## src/rtl/flash_status_guard.sv

```systemverilog
module flash_status_guard #(
  parameter int ADDR_W   = 24,
  parameter int SECT_W   = 6,
  parameter int PROG_CYC = 12,
  parameter int SECT_CYC = 30,
  parameter int BULK_CYC = 50,
  parameter int STAT_CYC = 6
) (
  input  logic              clk,
  input  logic              rst_n,
  input  logic              cmd_valid,
  input  logic [2:0]        cmd_op,
  input  logic [ADDR_W-1:0] cmd_addr,
  input  logic [7:0]        cmd_wdata,
  input  logic              wp_n,
  output logic [7:0]        status,
  output logic              op_go
);
  localparam logic [2:0] OP_SETL = 3'd1, OP_CLRL = 3'd2, OP_PROG = 3'd3,
                         OP_SECT = 3'd4, OP_BULK = 3'd5, OP_STAT = 3'd6;
  localparam int MAX_AB = (PROG_CYC > SECT_CYC) ? PROG_CYC : SECT_CYC;
  localparam int MAX_CD = (BULK_CYC > STAT_CYC) ? BULK_CYC : STAT_CYC;
  localparam int MAXC   = (MAX_AB > MAX_CD) ? MAX_AB : MAX_CD;
  localparam int CNT_W  = $clog2(MAXC + 1);
  localparam int SPAN_W = SECT_W + 8;
  localparam int NSECT  = 1 << SECT_W;

  logic             wip_q, wel_q, lock_q, pend_stat, lock_nx;
  logic [2:0]       bp_q, bp_nx;
  logic [CNT_W-1:0] cnt_q, dur;
  logic             allow, is_wr;

  wire [SECT_W-1:0] sect = cmd_addr[ADDR_W-1 -: SECT_W];
  wire [SPAN_W-1:0] span = (bp_q == 3'd0) ? '0 : (SPAN_W'(1) << (bp_q - 3'd1));
  wire in_prot  = ({8'b0, sect} + span) >= SPAN_W'(NSECT);
  wire hw_lock  = lock_q && !wp_n;
  wire idle_req = cmd_valid && !wip_q;
  wire accept   = idle_req && is_wr && wel_q && allow;
  wire reject   = idle_req && is_wr && !(wel_q && allow);

  logic unused_bits;
  assign unused_bits = ^{cmd_wdata[6:5], cmd_wdata[1:0], cmd_addr[ADDR_W-SECT_W-1:0]};

  assign status = {lock_q, 2'b00, bp_q, wel_q, wip_q};

  always_comb begin
    is_wr = 1'b1;
    allow = 1'b0;
    dur   = '0;
    case (cmd_op)
      OP_PROG: begin allow = !in_prot;       dur = CNT_W'(PROG_CYC - 1); end
      OP_SECT: begin allow = !in_prot;       dur = CNT_W'(SECT_CYC - 1); end
      OP_BULK: begin allow = (bp_q == 3'd0); dur = CNT_W'(BULK_CYC - 1); end
      OP_STAT: begin allow = !hw_lock;       dur = CNT_W'(STAT_CYC - 1); end
      default: is_wr = 1'b0;
    endcase
  end

  always_ff @(posedge clk or negedge rst_n) begin
    if (!rst_n) begin
      wip_q <= 1'b0; wel_q <= 1'b0; lock_q <= 1'b0; bp_q <= 3'd0;
      pend_stat <= 1'b0; lock_nx <= 1'b0; bp_nx <= 3'd0;
      cnt_q <= '0; op_go <= 1'b0;
    end else begin
      op_go <= accept;
      if (wip_q) begin
        if (cnt_q == '0) begin
          wip_q <= 1'b0;
          wel_q <= 1'b0;
          if (pend_stat) begin
            lock_q <= lock_nx;
            bp_q   <= bp_nx;
          end
        end else begin
          cnt_q <= cnt_q - 1'b1;
        end
      end else if (accept) begin
        wip_q     <= 1'b1;
        cnt_q     <= dur;
        pend_stat <= (cmd_op == OP_STAT);
        lock_nx   <= cmd_wdata[7];
        bp_nx     <= cmd_wdata[4:2];
      end else if (reject) begin
        wel_q <= 1'b0;
      end else if (idle_req && cmd_op == OP_SETL) begin
        wel_q <= 1'b1;
      end else if (idle_req && cmd_op == OP_CLRL) begin
        wel_q <= 1'b0;
      end
    end
  end

  p_go_needs_wel_r3: assert property (@(posedge clk) disable iff (!rst_n)
    op_go |-> $past(wel_q) && !$past(wip_q));

  p_end_drops_wel_r4: assert property (@(posedge clk) disable iff (!rst_n)
    $fell(wip_q) |-> !wel_q);

  p_bulk_unprot_r7: assert property (@(posedge clk) disable iff (!rst_n)
    (op_go && $past(cmd_op) == OP_BULK) |-> $past(bp_q) == 3'd0);

  p_hw_lock_r9: assert property (@(posedge clk) disable iff (!rst_n)
    (op_go && $past(cmd_op) == OP_STAT) |-> !($past(lock_q) && !$past(wp_n)));

  p_busy_ignores_r10: assert property (@(posedge clk) disable iff (!rst_n)
    $past(wip_q) |-> !op_go);

  p_protect_steady_r8: assert property (@(posedge clk) disable iff (!rst_n)
    ($past(wip_q) && wip_q) |-> $stable(bp_q) && $stable(lock_q));
endmodule

```

## config.mk

```make
export PLATFORM = sky130hd
export DESIGN_NAME = flash_status_guard
export DESIGN_NICKNAME = d
export VERILOG_FILES = /design/src/rtl/flash_status_guard.sv
export SDC_FILE = /design/constraint.sdc
export NUM_CORES = 1
export LEC_CHECK = 0
export ABC_CLOCK_PERIOD_IN_PS = 2500
export BUFFER_PORTS_ARGS = -buffer_cell sky130_fd_sc_hd__clkbuf_2
export CAP_MARGIN = 20
export CORE_MARGIN = 8
export CORE_UTILIZATION = 25
export CTS_BUF_LIST = sky130_fd_sc_hd__clkbuf_8 sky130_fd_sc_hd__clkbuf_16
export CTS_CLUSTER_SIZE = 12
export DETAILED_ROUTE_END_ITERATION = 6
export PLACE_DENSITY_LB_ADDON = 0.12
export SETUP_SLACK_MARGIN = 0.3
export SLEW_MARGIN = 20
export SYNTH_ARGS = -nofsm -noshare
export SYNTH_HDL_FRONTEND = slang
export SYNTH_SLANG_ARGS = --single-unit
```

## constraint.sdc

```tcl
create_clock -name clk -period 2.5 [get_ports clk]
set_input_delay 0.5 -clock clk [delete_from_list [all_inputs] [get_ports clk]]
set_output_delay 0.5 -clock clk [all_outputs]
set_load 0.03 [all_outputs]
```

==> impl_results.md, run 1 <==
- Outcome: complete, no violations
- Worst-path clk slew: 0.07 ns
- First-pass GRT wire length: 5.57 mm
- Site Rows: 25
- Dpl hpwl: 2.43 mm
- Reg2reg setup slack: 0.02 ns
- Post-synth cell types: 39
- Psw: 0.417 mW
- Power Density: 649 nW/um^2
- Clock skew: 0.00483 ns
- Setup TNS: 0 ns
- CP max FO: 5
- Layout fillers: 475
- Fmax: 404 MHz
- Vias in the first global route: 1137
- FF-to-FF Start: bp_q[1]$_DFFE_PN0P_
- Worst hold path type: in2async
- Final WL: 3.29 mm
- Post-Synthesis Cells: 120
- Final hold vios: 0
- Worst setup EP type: flop
- CTS tree: yes
- Tcrit/Tclk final: 99.0%
- GRT Residual Overflow: 0
- Routed vias: 1095
- Worst R2R Path Depth: 10
- Clock Tree Root: clkbuf_8
- Final std cells w/o fill: 233
- Mapped cell area: 1210 um^2
- CTS Hold Bufs: 0
- Placer Congestion: 0.747
- Detailed Routing Iterations Pass 1: 5
- Syn avg cell area: 10.1 um^2
- Total GRT Usage: 9.43%
- Largest net degree at the start of global routing: 19
- Starting DRT DRC Count: 35
- Placed cell count: 211
- Max clock buf depth: 2
- Reg-to-reg endpoint: bp_nx[1]$_DFFE_PN0P_
- TritonCTS Buffers: 3
- CP startpoint kind: flop
- CP Class: reg2reg
- Pint: 0.777 mW
- Max Slew Vio Count: 0
- Leakage Power: 0.932 nW
- Yosys top cell by area: dfrtp_1
- Wire per inst: 14.1 um
- H-tree levels: 1
- Tmin final: 2.48 ns
- Seq cells post-synth: 18
- Initial antenna violation count: 0
- IO Pins: 48
- Vias per cell: 4.70
- Combinational share of power: 43.4%
- CP required: 2.64 ns
- Remaining DRCs: 0
- Yosys warns: 0
- Post-route ant nets: 0
- Worst-Skew Late Latency: 0.25 ns
- Nets: 228
- Final setup margin: 0.0242 ns
- Layout cells sized above 1: 54.7%
- Worst IR drop on VDD: 0.000240 V
- IO Port Bufs: 23
- Sw frac: 34.9%
- Unrepaired setup endpoints after global routing: true
- Die area: 7350 um^2
- Pre-CTS setup slack: -0.212 ns
- Die H: 85.7 um
- # setup viols final: 0
- Final core occ: 39.2%
- Max-capacitance violation count: 0
- CP Data Arrival Time: 2.61 ns
- Area Overhead vs Synth: 51.4%
- Initial Utilization: 25.9%
- Clock power frac: 19.9%
- Yosys top cell area share: 37.1%
- Top cells by area, synth: dfrtp_1 (37%), ha_1 (8.2%), mux2_2 (7.4%)
- Core Area: 4690 um^2
- Die X-Extent: 85.7 um
- Post-synthesis sequential area ratio: 37.1%
- N_diodes: 0
- Reg power frac: 36.8%
- # clock sinks: 18
==> sequential cells by signal, summed over array words and instances, names as in the netlist <==
register,cells
bp_q,3
lock_q,1
wel_q,1
cnt_q,6
lock_nx,1
wip_q,1
op_go,1
pend_stat,1
bp_nx,3
==> cell type report <==
type / count / area, um^2 / share of cell area (%)
Timing Repair Buffer: 62 / 450 / 24.5
Tap cell: 54 / 67.6 / 3.67
Clock buffer: 4 / 55.1 / 2.99
Inverter: 9 / 33.8 / 1.84
Sequential cell: 18 / 454 / 24.7
Multi-Input combinational cell: 86 / 778 / 42.3
==> per-stage QoR <==
step | hold slack [ns] | cell area (um^2) | total power, mW
floorplan | 0.204 | 1240 | 0.761
global route | 0.211 | 1840 | 1.29
finish | 0.184 | 1840 | 1.19
CTS | 0.200 | 1730 | 1.17
detailed placement | 0.479 | 1530 | 0.871
global placement | 0.473 | 1530 | 0.858
==> synthesized netlist by cell type (all sizes together) <==
master    n
a2111oi   1
a211o     2
a21boi    1
a21oi     8
a221oi    1
a222oi    1
a22o      1
a311oi    1
a31o      1
a41o      1
and2      1
and3      3
and3b     3
buf       6
clkbuf    3
conb      1
dfrtp    18
fa        1
ha        8
inv       9
mux2      8
nand2     5
nand2b    2
nand3     7
nor2      5
nor2b     2
nor3      2
nor3b     3
o2111ai   1
o21ai     2
o21ba     1
o31ai     2
o32a      1
or2       1
or3       1
or4b      2
xnor2     4
==> layer usage <==
metal	up-vias	global-route usage (%)	wire length, um
met5	-	0	0
met4	0	4.30	48
met3	4	2.48	154
met2	21	16.4	1630
met1	525	10.5	1460
li1	545	-	-
==> what timing repair did <==
| item | in CTS | in global routing |
|---|---|---|
| cloned | 1 | 0 |
| buffers inserted | 10 | 7 |
| pin swaps | 12 | 11 |
| endpoints found under the setup margin | 14 | 14 |
| resized for setup | 9 | 12 |
==> critical path, stage by stage, from the launching register on <==
cell and delay [ns]:
dfrtp_2 0.44, nor3b_2 0.16, buf_4 0.14, fa_2 0.35, a211o_1 0.30, nand3_2 0.10
o31ai_4 0.08, a21oi_4 0.23, buf_6 0.15, buf_12 0.10, mux2_2 0.33
==> cell families (layout without fill, tap and decap cells) <==
logic type               after synthesis  count (layout)  synth area share, %
adder cells (fa/ha/maj)                9               9                 9.89
other                                  1               2                0.309
buffers and inverters                 18              75                 7.21
multiplexers                           8               8                 7.42
AO/OA/AOI/OAI                         25              26                 17.4
AND/OR/NAND/NOR                       37              37                 17.8
XOR/XNOR                               4               4                 2.88
flip-flops                            18              18                 37.1
==> power groups by stage <==
stage	sequential (mW)	clock, mW	combinational (mW)
after floorplan	0.431	0	0.330
after global placement	0.439	0	0.420
after detailed placement	0.442	0	0.429
after CTS	0.438	0.252	0.484
after global routing	0.449	0.270	0.571
final	0.439	0.237	0.518
==> cell usage in the layout (no fill, tap or decap), types with 2 or more instances in the layout <==
cell	instances
and3_1	3
nor2b_1	2
or4b_1	2
buf_6	8
dfrtp_1	15
dfrtp_2	3
nand2b_1	2
nor3b_2	2
nand3_1	6
a21oi_1	7
mux2_2	8
ha_1	7
conb_1	2
buf_4	30
nor3_1	2
a211o_1	2
and3b_1	3
o31ai_4	2
xnor2_1	4
inv_1	8
clkbuf_2	23
a21oi_4	2
clkbuf_8	4
nor2_1	4
nand2_1	4
==> worst max-delay path by stage <==
stage / from / end / cells past startpoint
floorplan: bp_q[0]$_DFFE_PN0P_ / cnt_q[4]$_DFFE_PN0P_ / 9
global placement: cmd_addr[18] / cnt_q[2]$_DFFE_PN0P_ / 9
detailed placement: cmd_addr[18] / cnt_q[4]$_DFFE_PN0P_ / 10
CTS: bp_q[0]$_DFFE_PN0P_ / cnt_q[5]$_DFFE_PN0P_ / 10
global route: bp_q[1]$_DFFE_PN0P_ / cnt_q[4]$_DFFE_PN0P_ / 9
finish: bp_q[1]$_DFFE_PN0P_ / bp_nx[1]$_DFFE_PN0P_ / 10
No activity file was read; power rests on OpenSTA's default activity.
==> inputs of run 2 (changes only) <==
--- a/config.mk
+++ b/config.mk
@@ -8,7 +8,7 @@
 export ABC_CLOCK_PERIOD_IN_PS = 2500
 export BUFFER_PORTS_ARGS = -buffer_cell sky130_fd_sc_hd__clkbuf_2
 export CAP_MARGIN = 20
-export CORE_MARGIN = 8
+export CORE_MARGIN = 2
 export CORE_UTILIZATION = 25
 export CTS_BUF_LIST = sky130_fd_sc_hd__clkbuf_8 sky130_fd_sc_hd__clkbuf_16
 export CTS_CLUSTER_SIZE = 12
==> run 2 against run 1 <==
Net effect: sequential share of layout area is 1.1 points higher; first-iteration DRC count is 91% higher; clock skew is 0.0014 ns higher; clock power hardly changed; final area is 4.1% lower; register-to-register slack hardly changed; total power is 2.1% higher; critical endpoint is now cnt_q[4]$_DFFE_PN0P_; highest routed layer unchanged.
==> impl_results.md, run 2 (synthesized netlist as in run 1, its figures left out) <==
- Commonest cells after routing, fill and taps aside: clkbuf_2 (23), buf_4 (16), dfrtp_1 (15)
- Final WL: 3.04 mm (-7.7%)
- Clock Tree Root: clkbuf_8
- Final std cells w/o fill: 220 (-5.6%)
- Placed cell count: 204 (-3.3%)
- CP Class: reg2reg
- TritonCTS Buffers: 3 (unchanged)
- Setup TNS: 0 ns (unchanged)
- Worst hold path type: in2async
- Largest stage delay on the critical path: 0.54 ns (+0.10 ns)
- Initial antenna violation count: 0 (unchanged)
- Max Slew Vio Count: 0 (unchanged)
- # setup viols final: 0 (unchanged)
- Layout cells sized above 1: 53.6% (-1.1 points)
- Worst IR drop on VDD: 0.000207 V (-14%)
- Clock skew: 0.00619 ns (+0.00136 ns)
- IO Pins: 48 (unchanged)
- Die area: 5430 um^2 (-26%)
- Outcome: complete, no violations
- CTS tree: yes
- CP startpoint kind: flop
- Worst-Skew Late Latency: 0.26 ns (about the same)
- Max reg flops: 6 (unchanged)
- Cell Chain, Critical Path: nor3b_2 -> ha_2 -> fa_2 -> a211o_1 -> a41o_1 -> o31ai_4 -> a21oi_4 -> or4b_4 -> nand3_2
- Nets: 215 (-5.7%)
- Tmin final: 2.46 ns (-0.0128 ns)
- Dpl hpwl: 2.17 mm (-11%)
- Unrepaired setup endpoints after global routing: true
- Tcrit/Tclk final: 98.5% (-0.51 points)
- Placer Congestion: 0.794 (+6.3%)
- Commonest non-fill, non-tap cell in the layout: clkbuf_2
- Final core occ: 37.6% (-1.6 points)
- CP max FO: 6 (+1)
- # clock sinks: 18 (unchanged)
- Pre-CTS setup slack: -0.276 ns (-0.0636 ns)
- Final setup margin: 0.0369 ns (+0.0128 ns)
- Site Rows: 25 (unchanged)
- Remaining DRCs: 0 (unchanged)
- Detailed Routing Iterations Pass 1: 4 (-1)
- Wire per inst: 13.8 um (-2.2%)
- Worst setup EP type: flop
- Worst-path clk slew: 0.07 ns (about the same)
- Largest net degree at the start of global routing: 19 (unchanged)
- Total GRT Usage: 11.9% (+2.5 points)
- Routed vias: 1066 (-2.6%)
- Die H: 73.7 um (-14%)
- Post-route ant nets: 0 (unchanged)
- Power Density: 692 nW/um^2 (+6.6%)
- Hold_ws: 0.179 ns (-0.00533 ns)
- Max clock buf depth: 2 (unchanged)
- Fmax: 406 MHz (+0.52%)
- Leakage Power: 0.890 nW (-4.4%)
- CTS Hold Bufs: 0 (unchanged)
- Initial Utilization: 25.9% (unchanged)
- Vias in the first global route: 1110 (-2.4%)
- Die X-Extent: 73.7 um (-14%)
- Layout fillers: 480 (+1.1%)
- Starting DRT DRC Count: 67 (+91%)
- GRT Residual Overflow: 0 (unchanged)
- IO Port Bufs: 23 (unchanged)
- N_diodes: 0 (unchanged)
- Final hold vios: 0 (unchanged)
- Regs by FF count: cnt_q (6), bp_nx (3), bp_q (3)
- Critical path's slowest cell: or4b_4
- CP Data Arrival Time: 2.66 ns (+0.05 ns)
- Top reg by flops: cnt_q
- Area Overhead vs Synth: 45.1%
- Core Area: 4690 um^2 (unchanged)
- H-tree levels: 1 (unchanged)
- CP required: 2.70 ns (+0.06 ns)
- Vias per cell: 4.85 (+3.1%)
- First-pass GRT wire length: 4.99 mm (-10%)
- Max-capacitance violation count: 0 (unchanged)
-- run 2: worst paths after layout --
check	startpoint	to	slack (ns)	cells past startpoint
setup / recovery	bp_q[0]$_DFFE_PN0P_	cnt_q[4]$_DFFE_PN0P_	0.04	9
hold / removal	rst_n	op_go$_DFF_PN0_	0.18	1
setup reg to reg	bp_q[0]$_DFFE_PN0P_	cnt_q[4]$_DFFE_PN0P_	0.04	9
hold reg to reg	lock_nx$_DFFE_PN0P_	lock_nx$_DFFE_PN0P_	0.51	1
max in group asynchronous	rst_n	bp_q[1]$_DFFE_PN0P_	1.98	1
min in group clk	cmd_wdata[2]	bp_nx[0]$_DFFE_PN0P_	0.48	2
-- run 2: critical path: cells and delay by family (launching register included) --
kind | cells | cell delay (ns)
adders and majority gates | 2 | 0.51
AOI/OAI and AO/OA | 4 | 0.73
DFF | 1 | 0.40
and+or+nand+nor | 3 | 0.76
-- run 2: area by class of cell --
class                      instances  area, um^2  share of cell area (%)
tap                               54        67.6                    3.83
clock buffer                       4        55.1                    3.12
inverter                           9        33.8                    1.92
sequential                        18         454                    25.8
multi-input combinational         86         796                    45.1
timing repair buffer              49         357                    20.2
-- run 2: power by group --
part,switching (mW),internal [mW],total (mW)
clock,0.100,0.140,0.240
combinational,0.266,0.275,0.540
sequential,0.0600,0.380,0.440
total,0.426,0.794,1.22
-- run 2: per-stage QoR --
stage / cell area [um^2] / power (mW)
floorplan: 1240 / 0.761
global placement: 1480 / 0.851
detailed placement: 1480 / 0.865
CTS: 1700 / 1.17
global route: 1760 / 1.31
finish: 1760 / 1.22
-- run 2: repair_timing --
item,CTS,global route
resized for setup,14,14
gates cloned,1,0
setup endpoints to repair,14,14
pin swaps,9,7
buffers inserted,9,2
hold endpoints to repair,0,0
-- run 2: routing by layer --
metal	up-vias	global-route usage, %	routed length (um)
met5	-	0	0
met4	0	4.65	67
li1	519	-	-
met1	518	14.6	1310
met3	6	1.78	113
met2	23	20.7	1540
==> inputs of run 3 (changes only) <==
--- a/config.mk
+++ b/config.mk
@@ -5,12 +5,14 @@
 export SDC_FILE = /design/constraint.sdc
 export NUM_CORES = 1
 export LEC_CHECK = 0
+export ABC_AREA = 1
 export ABC_CLOCK_PERIOD_IN_PS = 2500
 export BUFFER_PORTS_ARGS = -buffer_cell sky130_fd_sc_hd__clkbuf_2
 export CAP_MARGIN = 20
 export CORE_MARGIN = 2
-export CORE_UTILIZATION = 25
+export CORE_UTILIZATION = 39
 export CTS_BUF_LIST = sky130_fd_sc_hd__clkbuf_8 sky130_fd_sc_hd__clkbuf_16
+export CTS_CLUSTER_DIAMETER = 30
 export CTS_CLUSTER_SIZE = 12
 export DETAILED_ROUTE_END_ITERATION = 6
 export PLACE_DENSITY_LB_ADDON = 0.12
==> run 3 against run 2 <==
Net effect: fmax rose by 15%; critical path depth grew 7; largest power group unchanged; sequential share of layout area grew 1.4 points; final area shrank 5.2%; via count is 14% higher; final cell count increased by 16%; count of clock-buffer cells in the layout unchanged; worst setup slack gained 0.31 ns; global-route usage grew 5.3 points; non-clock buffer count is 16 lower; sequential power grew 5.7%; sequential cell count is the same.
==> impl_results.md, run 3 <==
- H-tree levels: 1 (unchanged)
- Unrepaired setup endpoints after global routing: true
- Worst-path clk slew: 0.07 ns (about the same)
- CP Data Arrival Time: 2.34 ns (-0.32 ns)
- Area Overhead vs Synth: 28.0%
- Die H: 61.9 um (-16%)
- Reg-to-reg endpoint: cnt_q[3]$_DFFE_PN0P_
- Total GRT Usage: 17.2% (+5.3 points)
- Global Route met1 Usage: 21.7% (+7.1 points)
- Max-capacitance violation count: 0 (unchanged)
- Post-synthesis sequential area ratio: 34.5% (-2.6 points)
- Post-synth cell types: 28 (-28%)
- Routed vias: 1214 (+14%)
- Placed cell count: 242 (+19%)
- First-pass GRT wire length: 4.84 mm (-3.0%)
- Vias in the first global route: 1140 (+2.7%)
- Worst IR drop on VDD: 0.000342 V (+65%)
- GRT busiest layer: met2
- # clock sinks: 18 (unchanged)
- Met2 GRT Util: 28.6% (+7.8 points)
- Commonest non-fill, non-tap cell in the layout: nand2_1
- Reg2reg setup slack: 0.35 ns (+0.31 ns)
- Grt met3 use: 4.76% (+3.0 points)
- Final std cells w/o fill: 256 (+16%)
- Max Slew Vio Count: 0 (unchanged)
- IO Port Bufs: 23 (unchanged)
- Worst setup EP type: flop
- FF-to-FF Start: bp_q[0]$_DFFE_PN0P_
- Post-route ant nets: 0 (unchanged)
- Tcrit/Tclk final: 86.0% (-13 points)
- # setup viols final: 0 (unchanged)
- CP max FO: 8 (+2)
- Max clock buf depth: 2 (unchanged)
- Yosys warns: 0 (unchanged)
- Mapped cell area: 1310 um^2 (+7.5%)
- Wire per inst: 11.4 um (-17%)
- Top reg by flops: cnt_q
- Count leader, synth: nand2_1
- Seq cells post-synth: 18 (unchanged)
- Final hold vios: 0 (unchanged)
- Largest net degree at the start of global routing: 19 (unchanged)
- Clock power frac: 17.4% (-2.3 points)
- Pint: 0.807 mW (+1.6%)
- CP required: 2.69 ns (about the same)
- Initial Utilization: 39.8% (+14 points)
- Psw: 0.611 mW (+44%)
- Commonest cells after routing, fill and taps aside: nand2_1 (37), clkbuf_2 (23), inv_1 (19)
- Final Power: 1.42 mW (+16%)
- Leakage Power: 0.849 nW (-4.6%)
- CTS tree: yes
- Layout fillers: 346 (-28%)
- Remaining DRCs: 0 (unchanged)
- CP Capture Point: cnt_q[3]$_DFFE_PN0P_
- Setup TNS: 0 ns (unchanged)
- Critical path launch point: bp_q[0]$_DFFE_PN0P_
- Syn avg cell area: 7.34 um^2 (-28%)
- Post-synth top cells: nand2_1 (48), inv_1 (21), nor2_1 (20), dfrtp_1 (18), o21ai_0 (10)
- Combinational share of power: 49.9% (+5.6 points)
- Nets: 259 (+20%)
- Die X-Extent: 61.9 um (-16%)
- Regs by FF count: cnt_q (6), bp_nx (3), bp_q (3)
- Reg power frac: 32.8% (-3.2 points)
- Power Density: 848 nW/um^2 (+23%)
- Share of synthesized registers carrying an async set or reset: 100% (unchanged)
- CP Class: reg2reg
- Sw frac: 43.1% (+8.2 points)
- Tmin final: 2.15 ns (-0.313 ns)
- N_diodes: 0 (unchanged)
- Site Rows: 21 (-16%)
- TritonCTS Buffers: 3 (unchanged)
- Worst-Skew Late Latency: 0.26 ns (about the same)
- Die area: 3830 um^2 (-30%)
- Clock Tree Root: clkbuf_8
- Worst hold path type: in2async
- Yosys top cell by area: dfrtp_1
- Max reg flops: 6 (unchanged)
- Layout cells sized above 1: 38.6% (-15 points)
- Post-Synthesis Cells: 178 (+48%)
- Yosys top cell area share: 34.5% (-2.6 points)
- Starting DRT DRC Count: 43 (-36%)
- Post-synth top flop: dfrtp_1
- Initial antenna violation count: 0 (unchanged)
- Post-synth EDFFs: 0 (unchanged)
- Core Area: 3280 um^2 (-30%)
- Detailed Routing Iterations Pass 1: 4 (unchanged)
- Worst R2R Path Depth: 16 (+7)
- Placer Congestion: 0.845 (+6.4%)
- Dpl hpwl: 2.18 mm (+0.19%)
- Clock skew: 0.00108 ns (-0.00511 ns)
- Top cells by area, synth: dfrtp_1 (34%), nand2_1 (14%), ha_1 (7.7%)
- Final WL: 2.93 mm (-3.7%)
- Outcome: complete, no violations
- Vias per cell: 4.74 (-2.1%)
- Fmax: 465 MHz (+15%)
- GRT Residual Overflow: 0 (unchanged)
- IO Pins: 48 (unchanged)
- CP startpoint kind: flop
-- run 3: cell types whose count changed in the layout (fill, tap and decap cells not counted), sizes merged, moves of 3 or more --
| cell | before | now |
|---|---|---|
| nand2 | 5 | 52 |
| nor2 | 5 | 22 |
| buf | 26 | 10 |
| o21ai | 2 | 18 |
| inv | 9 | 23 |
| mux2 | 8 | 1 |
| xnor2 | 4 | 0 |
| a21oi | 9 | 6 |
| and3 | 3 | 0 |
| and3b | 3 | 0 |
| nor3b | 3 | 0 |
-- run 3: how the worst min path moves through the flow --
stage | end | slack (ns) | depth (start not counted) | start
after floorplan | bp_nx[0]$_DFFE_PN0P_ | 0.20 | 0 | rst_n
after global placement | lock_nx$_DFFE_PN0P_ | 0.46 | 2 | lock_nx$_DFFE_PN0P_
after detailed placement | wel_q$_DFFE_PN0P_ | 0.47 | 1 | rst_n
after CTS | wel_q$_DFFE_PN0P_ | 0.18 | 1 | rst_n
after global routing | wel_q$_DFFE_PN0P_ | 0.21 | 1 | rst_n
final | wel_q$_DFFE_PN0P_ | 0.17 | 1 | rst_n
-- run 3: power by group through the flow --
stage	clock network (mW)	logic (mW)	registers, mW
final	0.247	0.707	0.465
after global routing	0.263	0.800	0.477
after global placement	0	0.565	0.465
after floorplan	0	0.489	0.469
after CTS	0.252	0.638	0.464
after detailed placement	0	0.575	0.472
-- run 3: critical path: stages, from the launching register on --
cell and delay, ns:
dfrtp_2 0.43, buf_4 0.16, nand2_2 0.08, nor2_1 0.05, ha_1 0.33, nand2_1 0.08, inv_1 0.05, a21oi_2 0.14
nor2_1 0.06, nor2_1 0.10, nand2_2 0.08, nand2_4 0.09, nand2_8 0.08, nand2_8 0.11, buf_6 0.14, nand2_2 0.06
o21ai_2 0.05
-- run 3: timing repair --
item,4_1_cts,5_1_grt
pin swaps,2,15
gates cloned,0,0
setup endpoints to repair,12,13
hold buffers,0,0
setup buffers,6,4
resized for setup,6,27
-- run 3: final cells by class --
class / count / area (um^2) / area share (%)
multi-input cells: 130 / 813 / 48.7
repair buffers: 33 / 194 / 11.6
flip-flops and latches: 18 / 454 / 27.2
well taps: 46 / 57.6 / 3.44
clock buffers: 4 / 55.1 / 3.29
inverters: 25 / 97.6 / 5.84
-- run 3: stage by stage --
| step | worst slack (ns) | hold WS (ns) | area [um^2] | util (%) |
|---|---|---|---|---|
| 6_report | 0.349 | 0.170 | 1670 | 50.9 |
| 2_1_floorplan | 0.330 | 0.204 | 1310 | - |
| 3_5_place_dp | 0.105 | 0.472 | 1430 | 43.5 |
| 5_1_grt | 0.222 | 0.210 | 1670 | 50.9 |
| 4_1_cts | 0.289 | 0.181 | 1550 | 47.2 |
| 3_3_place_gp | 0.154 | 0.465 | 1430 | 43.5 |
-- run 3: layer usage --
layer / vias to the layer above / share of wire, %
met1: 551 / 44
met5: - / 0
met2: 31 / 50
met4: 0 / 0.44
met3: 2 / 5.3
li1: 630 / -
-- run 3: cells by family after synthesis --
family	Yosys count	synth area share, %
muxes	1	0.862
buffers and inverters	31	11.6
AOI/OAI and AO/OA	28	13.3
adders and majority gates	9	9.20
DFF	18	34.5
other	1	0.287
xor gates and xnor gates	2	1.34
and+or+nand+nor	88	28.9
